$ cat src/rtl/i2c_seq_pkg.sv
package i2c_seq_pkg;

  typedef enum logic [1:0] {
    OP_START = 2'd0,
    OP_SEND  = 2'd1,
    OP_RECV  = 2'd2,
    OP_END   = 2'd3
  } engOp_e;

  // state field codes; bit 3 marks an open transfer
  localparam logic [3:0] SC_IDLE    = 4'h0;
  localparam logic [3:0] SC_ACTIVE  = 4'h8;
  localparam logic [3:0] SC_START   = 4'h9;
  localparam logic [3:0] SC_RESTART = 4'hA;
  localparam logic [3:0] SC_STOP    = 4'hB;
  localparam logic [3:0] SC_TXD     = 4'hC;
  localparam logic [3:0] SC_RXD     = 4'hE;

  // command bit positions inside the low half of the status word
  localparam int CB_START = 0;
  localparam int CB_TX    = 1;
  localparam int CB_RX    = 3;
  localparam int CB_LAST  = 4;
  localparam int CB_STOP  = 5;

  typedef struct packed {
    logic       setState;
    logic [3:0] stateVal;
    logic       clrStart;
    logic       clrTx;
    logic       clrRx;
    logic       clrStop;
    logic       clrAll;
    logic       loadRx;
    logic       evAck;
    logic       evNak;
    logic       evRx;
    logic       evNorm;
    logic       evAbn;
  } seqStrobe_t;

endpackage

$ cat src/rtl/i2c_seq_ctrl.sv
module i2c_seq_ctrl
  import i2c_seq_pkg::*;
(
  input  logic       clk,
  input  logic       rstN,
  input  logic       cmdAccept,
  input  logic       startBit,
  input  logic       txBit,
  input  logic       rxBit,
  input  logic       lastBit,
  input  logic       stopBit,
  input  logic       activeBit,
  input  logic       rxPend,
  input  logic       engDone,
  input  logic       engAck,
  output seqStrobe_t strb,
  output logic       busy,
  output logic       engReq,
  output engOp_e     engOp
);

  typedef enum logic [2:0] {
    C_IDLE, C_DISP, C_START, C_TX, C_TXEND, C_RX, C_STOP
  } ctrlState_e;

  ctrlState_e cur, nxt;

  always_ff @(posedge clk or negedge rstN) begin
    if (!rstN) cur <= C_IDLE;
    else       cur <= nxt;
  end

  always_comb begin
    strb = '0;
    nxt  = cur;
    unique case (cur)
      C_IDLE: if (cmdAccept) nxt = C_DISP;
      C_DISP: begin
        if (startBit) begin
          strb.setState = 1'b1;
          strb.stateVal = activeBit ? SC_RESTART : SC_START;
          nxt = C_START;
        end else if (txBit) begin
          strb.setState = 1'b1;
          strb.stateVal = SC_TXD;
          nxt = C_TX;
        end else if ((rxBit || lastBit) && !rxPend) begin
          strb.setState = 1'b1;
          strb.stateVal = SC_RXD;
          nxt = C_RX;
        end else if (stopBit) begin
          strb.setState = 1'b1;
          if (activeBit) begin
            strb.stateVal = SC_STOP;
            nxt = C_STOP;
          end else begin
            strb.stateVal = SC_IDLE;
            strb.evAbn    = 1'b1;
            strb.clrStop  = 1'b1;
          end
        end else begin
          nxt = C_IDLE;
        end
      end
      C_START: if (engDone) begin
        if (engAck) begin
          strb.setState = 1'b1;
          strb.stateVal = SC_ACTIVE;
          strb.evAck    = 1'b1;
          strb.clrStart = 1'b1;
          nxt = C_DISP;
        end else begin
          strb.evNak  = 1'b1;
          strb.clrAll = 1'b1;
          nxt = C_IDLE;
        end
      end
      C_TX: if (engDone) begin
        strb.setState = 1'b1;
        strb.stateVal = SC_ACTIVE;
        strb.clrTx    = 1'b1;
        strb.evAck    = engAck;
        strb.evNak    = !engAck;
        nxt = engAck ? C_DISP : C_TXEND;
      end
      C_TXEND: if (engDone) nxt = C_DISP;
      C_RX: if (engDone) begin
        strb.setState = 1'b1;
        strb.stateVal = SC_ACTIVE;
        strb.loadRx   = 1'b1;
        strb.evRx     = 1'b1;
        strb.clrRx    = 1'b1;
        nxt = C_DISP;
      end
      C_STOP: if (engDone) begin
        strb.setState = 1'b1;
        strb.stateVal = SC_IDLE;
        strb.evNorm   = 1'b1;
        strb.clrStop  = 1'b1;
        nxt = C_DISP;
      end
      default: nxt = C_IDLE;
    endcase
  end

  assign busy   = (cur != C_IDLE);
  assign engReq = (cur == C_START) || (cur == C_TX) || (cur == C_TXEND) ||
                  (cur == C_RX) || (cur == C_STOP);

  always_comb begin
    unique case (cur)
      C_START: engOp = OP_START;
      C_TX:    engOp = OP_SEND;
      C_RX:    engOp = OP_RECV;
      default: engOp = OP_END;
    endcase
  end

endmodule

$ cat src/rtl/i2c_seq_dp.sv
module i2c_seq_dp
  import i2c_seq_pkg::*;
#(
  parameter int CMD_W     = 32,
  parameter int CMD_LOW_W = 16,
  parameter int ST_LSB    = 19,
  parameter int BYTE_W    = 8
) (
  input  logic                 clk,
  input  logic                 rstN,
  input  logic                 ctlWrEn,
  input  logic                 ctlMasterEn,
  input  logic                 cmdAccept,
  input  logic [CMD_LOW_W-1:0] cmdWrData,
  input  logic                 rxPendClr,
  input  logic [BYTE_W-1:0]    engRxData,
  input  seqStrobe_t           strb,
  output logic                 masterEn,
  output logic [CMD_LOW_W-1:0] cmdBits,
  output logic [3:0]           stateCode,
  output logic                 rxPend,
  output logic [BYTE_W-1:0]    rxByte,
  output logic [4:0]           events,
  output logic [CMD_W-1:0]     cmdStatus
);

  localparam logic [CMD_LOW_W-1:0] OP_MASK =
    CMD_LOW_W'((1 << CB_START) | (1 << CB_TX) | (1 << CB_RX) |
               (1 << CB_LAST) | (1 << CB_STOP));

  logic [CMD_LOW_W-1:0] clrMask;

  always_comb begin
    clrMask = '0;
    if (strb.clrAll)   clrMask = OP_MASK;
    if (strb.clrStart) clrMask[CB_START] = 1'b1;
    if (strb.clrTx)    clrMask[CB_TX]    = 1'b1;
    if (strb.clrRx) begin
      clrMask[CB_RX]   = 1'b1;
      clrMask[CB_LAST] = 1'b1;
    end
    if (strb.clrStop)  clrMask[CB_STOP]  = 1'b1;
  end

  always_ff @(posedge clk or negedge rstN) begin
    if (!rstN) begin
      masterEn  <= 1'b0;
      cmdBits   <= '0;
      stateCode <= SC_IDLE;
      rxPend    <= 1'b0;
      rxByte    <= '0;
      events    <= '0;
    end else begin
      if (ctlWrEn) masterEn <= ctlMasterEn;
      if (cmdAccept) cmdBits <= cmdWrData;
      else           cmdBits <= cmdBits & ~clrMask;
      if (strb.setState) stateCode <= strb.stateVal;
      if (strb.evRx)        rxPend <= 1'b1;
      else if (rxPendClr)   rxPend <= 1'b0;
      if (strb.loadRx) rxByte <= engRxData;
      events <= {strb.evAbn, strb.evNorm, strb.evRx, strb.evNak, strb.evAck};
    end
  end

  always_comb begin
    cmdStatus = '0;
    cmdStatus[CMD_LOW_W-1:0] = cmdBits;
    cmdStatus[ST_LSB +: 4]   = stateCode;
  end

endmodule

$ cat src/rtl/i2c_cmd_sequencer.sv
module i2c_cmd_sequencer
  import i2c_seq_pkg::*;
#(
  parameter int CMD_W     = 32,
  parameter int CMD_LOW_W = 16,
  parameter int ST_LSB    = 19,
  parameter int BYTE_W    = 8
) (
  input  logic                 clk,
  input  logic                 rstN,
  input  logic                 ctlWrEn,
  input  logic                 ctlMasterEn,
  input  logic                 cmdWrEn,
  input  logic [CMD_LOW_W-1:0] cmdWrData,
  input  logic [BYTE_W-1:0]    addrByte,
  input  logic [BYTE_W-1:0]    txByte,
  input  logic                 rxPendClr,
  input  logic                 engDone,
  input  logic                 engAck,
  input  logic [BYTE_W-1:0]    engRxData,
  output logic                 engReq,
  output logic [1:0]           engOp,
  output logic [BYTE_W-2:0]    engAddr,
  output logic                 engRead,
  output logic [BYTE_W-1:0]    engData,
  output logic                 engNackLast,
  output logic [CMD_W-1:0]     cmdStatus,
  output logic                 busy,
  output logic                 rxPending,
  output logic [BYTE_W-1:0]    rxByte,
  output logic                 evTxAck,
  output logic                 evTxNak,
  output logic                 evRxDone,
  output logic                 evNormStop,
  output logic                 evAbnormal
);

  seqStrobe_t           strb;
  engOp_e               opE;
  logic                 masterEn;
  logic                 cmdAccept;
  logic [CMD_LOW_W-1:0] cmdBits;
  logic [3:0]           stateCode;
  logic [4:0]           events;

  assign cmdAccept = cmdWrEn && masterEn && !busy;

  i2c_seq_ctrl ctrl_i (
    .clk       (clk),
    .rstN      (rstN),
    .cmdAccept (cmdAccept),
    .startBit  (cmdBits[CB_START]),
    .txBit     (cmdBits[CB_TX]),
    .rxBit     (cmdBits[CB_RX]),
    .lastBit   (cmdBits[CB_LAST]),
    .stopBit   (cmdBits[CB_STOP]),
    .activeBit (stateCode[3]),
    .rxPend    (rxPending),
    .engDone   (engDone),
    .engAck    (engAck),
    .strb      (strb),
    .busy      (busy),
    .engReq    (engReq),
    .engOp     (opE)
  );

  i2c_seq_dp #(
    .CMD_W(CMD_W), .CMD_LOW_W(CMD_LOW_W), .ST_LSB(ST_LSB), .BYTE_W(BYTE_W)
  ) dp_i (
    .clk         (clk),
    .rstN        (rstN),
    .ctlWrEn     (ctlWrEn),
    .ctlMasterEn (ctlMasterEn),
    .cmdAccept   (cmdAccept),
    .cmdWrData   (cmdWrData),
    .rxPendClr   (rxPendClr),
    .engRxData   (engRxData),
    .strb        (strb),
    .masterEn    (masterEn),
    .cmdBits     (cmdBits),
    .stateCode   (stateCode),
    .rxPend      (rxPending),
    .rxByte      (rxByte),
    .events      (events),
    .cmdStatus   (cmdStatus)
  );

  assign engOp       = opE;
  assign engAddr     = addrByte[BYTE_W-1:1];
  assign engRead     = addrByte[0];
  assign engData     = txByte;
  assign engNackLast = cmdBits[CB_LAST];

  assign {evAbnormal, evNormStop, evRxDone, evTxNak, evTxAck} = events;

endmodule

$ cat config.mk
export PLATFORM = sky130hd
export DESIGN_NAME = i2c_cmd_sequencer
export DESIGN_NICKNAME = d
export VERILOG_FILES = /design/src/rtl/i2c_seq_pkg.sv /design/src/rtl/i2c_seq_ctrl.sv /design/src/rtl/i2c_seq_dp.sv /design/src/rtl/i2c_cmd_sequencer.sv
export SDC_FILE = /design/constraint.sdc
export NUM_CORES = 1
export LEC_CHECK = 0
export ABC_AREA = 1
export BUFFER_PORTS_ARGS = -buffer_cell sky130_fd_sc_hd__buf_2
export CORE_ASPECT_RATIO = 1.2
export CORE_MARGIN = 2
export CORE_UTILIZATION = 46
export DETAILED_ROUTE_END_ITERATION = 16
export PLACE_DENSITY = 0.81
export SYNTH_ARGS = -nofsm -noshare
export SYNTH_HDL_FRONTEND = slang
export SYNTH_HIERARCHICAL = 1
export SYNTH_SLANG_ARGS = --single-unit
export TNS_END_PERCENT = 50
$ cat constraint.sdc
create_clock -name clk -period 1.5 [get_ports clk]
set_input_delay 0.15 -clock clk [delete_from_list [all_inputs] [get_ports clk]]
set_output_delay 0.15 -clock clk [all_outputs]
set_load 0.02 [all_outputs]
* Yosys cells after proc, flatten, opt, wreduce, memory -nomap -nowiden *
Index checks and enable logic that the tools add are counted.

cells by class
  reduce and logical (&&, ||, !) cells = 17
  equal/unequal tests = 11
  bitwise gates (word level) = 2
  mux-type cells = 51

operators by type and width
  cell                                                 number
  2-to-1 mux 3 bit                                     10
  2-to-1 mux 5 bit                                     6
  2-to-1 mux 1 bit                                     21
  one-hot mux 5 bit (4 select lines)                   1
  2-to-1 mux 6 bit                                     3
  AND 16 bit                                           1
  2-to-1 mux 16 bit                                    1
  NOT 16 bit                                           1
  one-hot mux 3 bit (5 select lines)                   1
  equality test 3 bit, second input constant           3
  2-to-1 mux 2 bit                                     4
  equality test 3 x 2 -> 1 bit, second input constant  2
  != test 2 bit, second input constant                 3
  != test 6 bit, second input constant                 1
  one-hot mux 2 bit (3 select lines)                   1
  logical OR 1 bit                                     5
  AND reduction 5 bit                                  1
  2-to-1 mux 4 bit                                     1
  one-hot mux 2 bit (2 select lines)                   1
  equality test 3 x 1 -> 1 bit, second input constant  1
  logical AND 1 bit                                    3
  logical NOT 1 bit                                    3
  logical NOT 3 bit                                    1
  nonzero test 3 bit                                   1
  5 further kinds                                      5

word-level totals
  logic and storage cells = 88
  output and inout port bits = 67
  flip-flop bits (word level) = 38

* Logic depth before layout (Yosys ltp) *
Gate-level depths: netlist of run 1.

  depth in word-level cells = 10
  depth in mapped cells = 9
  depth with buffers taken out = 8

* By module *
The synthesis of run 1 kept the hierarchy.

by module, submodules not included
  module             cells each  area each (um^2)  times used
  i2c_seq_dp         172         1609.0            1
  i2c_seq_ctrl       87          518.0             1
  i2c_cmd_sequencer  18          130.1             1

* Worst setup path before layout of run 1 *
No wires, ideal clock.

  path type = reg2reg
  start point = register ctrl_i.cur[1]
  end point = register dp_i.cmdBits[14]
  cell stages (with the launch flop) = 9
  setup slack = 0.034 ns
  period minus slack after synthesis = 1.466 ns
  arrival = 1.384 ns
  cells stage by stage = dfrtp_1 buf_6 nor2_1 nand2_2 nor2_2 buf_6 buf_12 nand2_1 o21ai_0

on the way
  longest elaborated chain between the ends = 4

RTL lines
  what                      RTL line                 text
  start: declaration        i2c_seq_ctrl.sv:26       ctrlState_e cur, nxt;
  start signal: assignment  i2c_seq_ctrl.sv:30       else cur <= nxt;
  nonzero test 3 bit        i2c_seq_ctrl.sv:106      assign busy = (cur != C_IDLE);
  via busy                  i2c_cmd_sequencer.sv:28  output logic busy,
  logical NOT 1 bit         i2c_cmd_sequencer.sv:46  assign cmdAccept = cmdWrEn && masterEn && !busy;
  logical AND 1 bit         i2c_cmd_sequencer.sv:46
  via cmdAccept             i2c_cmd_sequencer.sv:41  logic cmdAccept;
  2-to-1 mux 16 bit         i2c_seq_dp.sv:55         if (cmdAccept) cmdBits <= cmdWrData;
  end signal: assignment    i2c_seq_dp.sv:55
  end signal: assignment    i2c_seq_dp.sv:56         else cmdBits <= cmdBits & ~clrMask;
  end: declaration          i2c_seq_dp.sv:19         output logic [CMD_LOW_W-1:0] cmdBits,

The timed path passes the listed nets, and every way through them passes these cells.
A chain may end at the register's enable or synchronous reset.

* Worst setup path in the final report of run 1 *
  start point = register ctrl_i.cur[0]
  end point = output port engOp[0]

on the way
  longest elaborated chain between the ends = 2

RTL lines
  what                                                                 RTL line                 text
  equality test 3 bit or equality test 3 x 2 -> 1 bit (tied branches)  i2c_seq_ctrl.sv:111      unique case (cur)
  one-hot mux 2 bit (3 select lines) *                                 i2c_seq_ctrl.sv:111
  end: declaration                                                     i2c_cmd_sequencer.sv:22  output logic [1:0] engOp,

Mark *: on every way between the ends. The rest lies on a longest branch, timed or not.

==> impl_metrics.yaml, run 1 <==
placed_design:
  place_congestion: 0.879
  place_hpwl_mm: 3.33
  post-place-cells: 369
  dp_slack_ps: -31.0
  io_buffers: 70
  placed_area_mm2: 0.00234
setup_path:
  required_ps: 1350
  r2r_cells: 7
  startpoint: "ctrl_i/cur[0]$_DFFE_PN0P_"
  cp_common_cell: "nand2_2"
  worstSetupPathType: "reg -> out"
  critPathSlowestCell: "dfrtp_2"
  cp.arrival_ps: 1280
  r2r-start: "ctrl_i/cur[1]$_DFFE_PN0P_"
  cp_max_fo: 7
  worstPathCellList: "inv_2 > nor2_4 > nand2_2 > nand2_2 > inv_1 > buf_6"
  end_kind: "primary output"
  worstSetupEndpoint: "engOp[0]"
  ff2ff_setup_slack_ps: 70
  timing.rr.end: "ctrl_i/cur[1]$_DFFE_PN0P_"
  critPathMaxStageDelay_ps: 440
  cp-start-kind: "register"
final_layout:
  antennaDiodeCount: 0
  final_cell_mix: "buf_2, nand2_1, inv_1"
  synthToLayoutAreaGrowth_pct: 13.2
  final_core_util_pct: 54.7
  nNetsFinal: 368
  mostFrequentLayoutCell: "buf_2"
  final_cells: 379
  finalInstanceArea_mm2: 0.00253
  drive_gt1_share_pct: 37.4
  num-fill-cells: 440
clock_tree:
  htreeDepth: 2
  root_buffer: "clkbuf_8"
  cts_tree: "yes"
  clk_path_buf_depth: 2
  clkSinkCount: 38
  insertion_delay_ps: 290
  path_clk_slew_ps: 70
  cts_made_buffers: 5
synthesis:
  yosysWarningCount: 6
  synth.avg_cell_area_um2: 8.16
  syn_area_mm2: 0.00223
  synthCells: 274
power:
  switching_share_pct: 45.9
  p_leak_nw: 1.41
  p_per_area_mw_per_mm2: 2120
  p_sw_mw: 2.47
  power_frac_seq_pct: 32.5
  peakVddDrop_mv: 0.917
  clkPwrFrac_pct: 15.8
  p_int_mw: 2.91
  power_frac_comb_pct: 51.7
timing:
  fmax_ghz: 0.697
  fin_skew_ps: 4.90
  fin_crit_sh_pct: 95.6
  hold_slack_ps: 41.3
  setup-violations-final: 0
  finalHoldViolations: 0
  slew_violations: 0
  post-route-min-period_ps: 1430
  worst_slack_ps: 65.8
detailed_routing:
  drt-initial-drc-count: 81
  vias: 1702
  drt_wl_total_mm: 4.24
  viasPerCell: 4.49
  drcViolationCount: 0
  firstDrtPassIters: 4
  wl_per_cell_um: 11.2
  drtAntennaViolNets: 0
grt:
  busiest_layer: "met2"
  use_met2_pct: 27.8
  grt_pass1_wl_mm: 6.91
  grt_util_met3_pct: 4.76
  grt.total_usage_pct: 16.8
  grt_pass1_vias: 1555
  grt_antenna_before_repair: 0
  met1_usage_pct: 19.9
  gr-total-overflow: 0
  grt_max_degree: 23
die:
  die-area_mm2: 0.00543
  pin_count: 115
  num_rows: 27
  start_util_pct: 48.3
  fp.coreArea_mm2: 0.00463
  die_h_um: 80.4
  fp.dieW_um: 67.6
run_status:
  outcome: "completed"
flow_run:
  drv_cap: 0
hold_path:
  hp-class: "in -> reg"
  whs_path_depth: 2
[cell type report]
type | instances | area, µm² | share of cell area, %
clock buffer | 5 | 68.8 | 2.72
clock inverter | 3 | 40.0 | 1.58
inverter | 44 | 168 | 6.63
multi-input combinational | 151 | 785 | 31.0
sequential | 38 | 955 | 37.7
tap | 58 | 72.6 | 2.87
timing repair buffer | 80 | 442 | 17.5
[registers in the layout, indices dropped and copies added, names as in the netlist]
| signal | flops |
|---|---|
| dp_i/events | 5 |
| ctrl_i/cur | 3 |
| dp_i/rxByte | 8 |
| dp_i/stateCode | 4 |
| dp_i/masterEn | 1 |
| dp_i/rxPend | 1 |
| dp_i/cmdBits | 16 |
[worst max-delay path: cells and delay by family (launching register included)]
family / cells / cell delay (ps)
simple gates: 3 / 320
buf+inv: 3 / 250
flops: 1 / 440
[routing by layer]
metal	share of wire, %	up-vias
met3	7.3	12
li1	-	857
met2	51	73
met1	39	760
met5	0	-
met4	2.6	0
[per-stage QoR]
| step | power [mW] | setup TNS, ps |
|---|---|---|
| after floorplan | 4.00 | 0 |
| after global placement | 4.32 | 0 |
| after detailed placement | 4.41 | -83.1 |
| after CTS | 5.30 | 0 |
| after global routing | 5.80 | -0.560 |
| final | 5.37 | 0 |
[repair_timing]
| item | 4_1_cts | 5_1_grt |
|---|---|---|
| setup buffers | 0 | 1 |
| endpoints found under the setup margin | 9 | 26 |
| pin swaps | 0 | 7 |
| hold buffers | 1 | 0 |
| hold endpoints to repair | 12 | 0 |
| resized for setup | 2 | 18 |
[how the worst min path moves through the flow]
stage | from | endpoint | slack [ps]
3_3_place_gp | rstN | dp_i/stateCode[0]$_DFFE_PN0P_ | 60
2_1_floorplan | rstN | ctrl_i/cur[0]$_DFFE_PN0P_ | -150
6_report | rxPendClr | dp_i/rxPend$_DFFE_PN0P_ | 40
4_1_cts | rxPendClr | dp_i/rxPend$_DFFE_PN0P_ | 30
5_1_grt | cmdWrData[5] | dp_i/cmdBits[5]$_DFF_PN0_ | 60
3_5_place_dp | rstN | dp_i/stateCode[0]$_DFFE_PN0P_ | 60
[power groups by stage]
stage | clock network (mW) | registers (mW) | logic (mW)
2_1_floorplan | 0 | 1.93 | 2.07
3_3_place_gp | 0 | 1.73 | 2.59
3_5_place_dp | 0 | 1.75 | 2.66
4_1_cts | 0.882 | 1.74 | 2.68
5_1_grt | 0.918 | 1.81 | 3.07
6_report | 0.848 | 1.75 | 2.78
Note: power is estimated with default switching activity, not from simulation.
==> run 2, diff against run 1 <==
- CORE_UTILIZATION: 46 -> 47
- CTS_BUF_LIST: default -> sky130_fd_sc_hd__clkbuf_8
- PLACE_DENSITY: 0.81 -> 0.82
==> run 2 against run 1 <==
  * Die area shrank 2.0%
  * First-iteration DRC count decreased by 33%
  * Worst setup slack got worse by 42 ps
  * Core utilization decreased by 0.69 points
  * Sequential power is essentially flat
  * Critical path type unchanged
  * Clock skew fell by 2.1 ps
  * Flip-flop and latch count unchanged
  * Register-to-register slack improved by 20 ps
  * Combinational power decreased by 2%
==> impl_metrics.yaml, run 2 (synthesized netlist as in run 1, its figures left out) <==
timing:
  fin_skew_ps: 2.76
  post-route-min-period_ps: 1480
  finalHoldViolations: 0
  worst_slack_ps: 24.2
  fmax_ghz: 0.678
  fin_crit_sh_pct: 98.4
  slew_violations: 0
  setup-violations-final: 0
  rsz0062_at_grt: "true"
  tns_ps: 0
final_layout:
  largest_reg_flops: 16
  drive_gt1_share_pct: 36.4
  regMostFlops: "dp_i/cmdBits"
  register_area_um2: 955
  final_core_util_pct: 54.0
  final_cell_mix: "nand2_1, buf_2, inv_1"
  antennaDiodeCount: 0
  reg.largest.list: "dp_i/cmdBits (16), dp_i/rxByte (8), dp_i/events (5)"
  multiInputGateArea_um2: 756
  finalInstanceArea_mm2: 0.00248
  synthToLayoutAreaGrowth_pct: 11.0
  num-fill-cells: 450
  nNetsFinal: 368
die:
  num_rows: 27
  die_h_um: 79.5
  fp.coreArea_mm2: 0.00459
  pin_count: 115
  fp.dieW_um: 66.9
  start_util_pct: 48.6
  die-area_mm2: 0.00532
grt:
  grt_antenna_before_repair: 0
  grt.total_usage_pct: 17.2
  grt_pass1_vias: 1569
  grt_pass1_wl_mm: 6.95
  grt_max_degree: 22
  gr-total-overflow: 0
clock_tree:
  path_clk_slew_ps: 70
  insertion_delay_ps: 280
  clk_path_buf_depth: 2
  cts_tree: "yes"
  clkSinkCount: 38
  htreeDepth: 2
  cts_made_buffers: 5
  root_buffer: "clkbuf_8"
power:
  p_leak_nw: 1.39
  peakVddDrop_mv: 0.945
  p_per_area_mw_per_mm2: 2080
setup_path:
  cp-start-kind: "register"
  required_ps: 1350
  cp_max_fo: 7
  end_kind: "primary output"
  worstSetupPathType: "reg -> out"
  cp.arrival_ps: 1330
detailed_routing:
  drcViolationCount: 0
  vias: 1707
  drt_wl_total_mm: 4.17
  drt-initial-drc-count: 54
  firstDrtPassIters: 4
  viasPerCell: 4.53
  drtAntennaViolNets: 0
  wl_per_cell_um: 11.1
placed_design:
  place_hpwl_mm: 3.25
  placed_area_mm2: 0.00236
  dp_slack_ps: 9.17
  io_buffers: 70
  place_congestion: 0.812
flow_run:
  drv_cap: 0
hold_path:
  hp-class: "in -> reg"
run_status:
  outcome: "completed"
[run 2: cell types whose count changed in the layout (fill, tap and decap cells not counted), moves of 2 or more]
cell      previous run  this run
clkinv_2             2         0
nand2_1             67        69
nand2_2              3         1
nor2_4               7         5
nor2_2               1         3
[run 2: path summary, 6_finish.rpt]
check | from | endpoint | slack [ps] | cells past startpoint
hold reg to reg | dp_i/cmdBits[12]$_DFFE_PN0P_ | dp_i/cmdBits[12]$_DFFE_PN0P_ | 510 | 2
setup / recovery | ctrl_i/cur[1]$_DFFE_PN0P_ | busy | 20 | 4
max in group asynchronous | rstN | ctrl_i/cur[0]$_DFFE_PN0P_ | 700 | 3
setup reg to reg | ctrl_i/cur[1]$_DFFE_PN0P_ | dp_i/cmdBits[1]$_DFF_PN0_ | 90 | 7
hold / removal | rxPendClr | dp_i/rxPend$_DFFE_PN0P_ | 50 | 2
min in group asynchronous | rstN | dp_i/cmdBits[5]$_DFF_PN0_ | 340 | 2
[run 2: what timing repair did]
| item | CTS | global route |
|---|---|---|
| pin swaps | 0 | 1 |
| hold endpoints to repair | 17 | 0 |
| setup endpoints to repair | 4 | 30 |
| gates resized for setup | 3 | 8 |
| hold buffers | 1 | 0 |
| buffers inserted | 0 | 0 |
[run 2: stage by stage]
step | hold slack (ps) | instances | total power, mW
after floorplan | -146 | 285 | 4.00
after global placement | 118 | 370 | 4.34
after detailed placement | 115 | 370 | 4.42
after CTS | 38.7 | 377 | 5.14
after global routing | 56.9 | 377 | 5.59
final | 48.5 | 377 | 5.15
[run 2: layout make-up]
class | instances | share of cell area [%]
flip-flops and latches | 38 | 38.5
multi-input cells | 151 | 30.5
repair buffers | 80 | 18.0
inverters | 44 | 6.76
clock buffers | 6 | 3.33
well taps | 58 | 2.93
[run 2: report_power, final]
part | switching [mW] | internal, mW
clock network | 0.316 | 0.354
registers | 0.309 | 1.45
logic | 1.77 | 0.949
[run 2: worst max-delay path, stage by stage, from the launching register on]
cell and delay [ps]:
dfrtp_2 480, nor2_2 170, nand2_2 90, buf_4 150, buf_2 150
[run 2: metal layers]
metal / up-vias / routed length [µm] / track usage, %
li1: 858 / - / -
met1: 769 / 1700 / 20.8
met2: 65 / 2080 / 29.0
met3: 15 / 301 / 4.09
met4: 0 / 91 / 7.35
met5: - / 0 / 0
==> run 3, diff against run 2 <==
- CORE_ASPECT_RATIO: 1.2 -> 0.75
- PLACE_DENSITY: 0.82 -> default
- PLACE_DENSITY_LB_ADDON: default -> 0.15
- SETUP_SLACK_MARGIN: default -> 0.2
==> run 3 against run 2 <==
  * Total power rose by 7.9%
  * Die area is essentially flat
  * Design area is 7.6% higher
  * Non-clock buffer count rose by 10
  * Clock power is 6.9% higher
  * Combinational power grew 13%
  * Core utilization increased by 5.1 points
  * Sequential power is essentially flat
  * Flip-flop and latch count unchanged
  * Worst hold slack barely moved
  * Sequential share of layout area fell by 2.7 points
  * Via count fell by 0.88%
  * Critical path type is now reg -> reg
  * Critical endpoint is now dp_i/cmdBits[2]$_DFFE_PN0P_
==> impl_metrics.yaml, run 3 (synthesized netlist as in run 1, its figures left out) <==
run_status:
  outcome: "completed"
setup_path:
  end_kind: "register"
  crit_buf_inv: 2
  cp_max_fo: 11
  cp_common_cell: "nor2_4"
  critical-path-top-delay-family: "flip-flops"
  cp-start-kind: "register"
  worstSetupPathType: "reg -> reg"
  worstPathCellList: "nor2_4 > nand2_8 > nor2_4 > buf_4 > clkbuf_16 > o21ai_0"
  required_ps: 1660
  critPathSlowestCell: "dfrtp_2"
  critPathMaxStageDelay_ps: 490
  cp.arrival_ps: 1620
final_layout:
  reg.largest.list: "dp_i/cmdBits (16), dp_i/rxByte (8), dp_i/events (5)"
  nNetsFinal: 378
  final_cell_mix: "buf_2, nand2_1, inv_1"
  finalInstanceArea_mm2: 0.00267
  mostFrequentLayoutCell: "buf_2"
  regMostFlops: "dp_i/cmdBits"
  synthToLayoutAreaGrowth_pct: 19.4
  drive_gt1_share_pct: 40.5
  largest_reg_flops: 16
  final_core_util_pct: 59.1
  num-fill-cells: 428
  antennaDiodeCount: 0
detailed_routing:
  vias: 1692
  drt_wl_total_mm: 4.34
  viasPerCell: 4.36
  drt-initial-drc-count: 57
  drtAntennaViolNets: 0
  drcViolationCount: 0
  wl_per_cell_um: 11.2
  firstDrtPassIters: 4
grt:
  grt.total_usage_pct: 15.8
  grt_pass1_wl_mm: 6.79
  gr-total-overflow: 0
  grt_pass1_vias: 1450
  grt_antenna_before_repair: 0
  grt_max_degree: 23
clock_tree:
  cts_made_buffers: 5
  clkSinkCount: 38
  insertion_delay_ps: 270
  path_clk_slew_ps: 70
  root_buffer: "clkbuf_8"
  cts_tree: "yes"
  clk_path_buf_depth: 2
  htreeDepth: 2
timing:
  post-route-min-period_ps: 1460
  tns_ps: 0
  setup-violations-final: 0
  fin_skew_ps: 1.46
  fin_crit_sh_pct: 97.1
  finalHoldViolations: 0
  fmax_ghz: 0.687
  slew_violations: 0
  rsz0062_at_grt: "true"
hold_path:
  hp-class: "in -> reg"
placed_design:
  placed_area_mm2: 0.00236
  place_congestion: 0.810
  io_buffers: 70
  place_hpwl_mm: 3.19
die:
  pin_count: 115
  die_h_um: 63.7
  fp.coreArea_mm2: 0.00452
  fp.dieW_um: 83.6
  die-area_mm2: 0.00533
  num_rows: 21
  start_util_pct: 49.4
power:
  peakVddDrop_mv: 1.14
  totalPowerFinal_mw: 5.56
  p_per_area_mw_per_mm2: 2080
  p_leak_nw: 1.47
flow_run:
  drv_cap: 0
run 3: repair_timing:
action	CTS	global route
setup buffers	6	5
hold endpoints to repair	11	0
resized for setup	13	11
pin swaps	5	8
cloned	0	2
setup endpoints to repair	35	36
hold buffers	1	0
run 3: path summary, 6_finish.rpt:
kind / start / to / slack, ps / cells past startpoint
setup / recovery: ctrl_i/cur[1]$_DFFE_PN0P_ / dp_i/cmdBits[2]$_DFFE_PN0P_ / 40 / 6
min in group asynchronous: rstN / dp_i/cmdBits[15]$_DFFE_PN0P_ / 290 / 2
max in group asynchronous: rstN / ctrl_i/cur[0]$_DFFE_PN0P_ / 680 / 3
hold reg to reg: dp_i/stateCode[1]$_DFFE_PN0P_ / dp_i/stateCode[1]$_DFFE_PN0P_ / 510 / 2
setup reg to reg: ctrl_i/cur[1]$_DFFE_PN0P_ / dp_i/cmdBits[2]$_DFFE_PN0P_ / 40 / 6
hold / removal: rxPendClr / dp_i/rxPend$_DFFE_PN0P_ / 50 / 2
run 3: report_power, final:
group          internal [mW]  total, mW  leakage [nW]  switching, mW
clock                  0.369      0.716        0.0472          0.347
sequential              1.45       1.77         0.472          0.320
combinational           1.19       3.07         0.946           1.88
run 3: through the flow:
step | instances | worst slack, ps | hold WS, ps
floorplan | 285 | 199 | -146
global placement | 366 | 119 | 60.4
detailed placement | 366 | 44.5 | 64.3
CTS | 381 | 112 | 39.1
global route | 388 | -31.9 | 40.7
finish | 388 | 43.6 | 48.9
run 3: area by class of cell:
cell class / count / area, µm² / share of cell area [%]
Sequential cell: 38 / 956 / 35.8
Multi-Input combinational cell: 151 / 796 / 29.8
Timing Repair Buffer: 90 / 583 / 21.8
Inverter: 44 / 168 / 6.28
Clock buffer: 6 / 82.6 / 3.09
Tap cell: 57 / 71.3 / 2.67
Clock inverter: 2 / 12.5 / 0.469
run 3: metal layers:
metal | GRT usage (%) | part of all wire, % | up-vias
li1 | - | - | 876
met1 | 22.6 | 49 | 758
met2 | 24.2 | 43 | 58
met3 | 5.24 | 7.8 | 0
met4 | 2.02 | 0 | 0
met5 | 0 | 0 | -
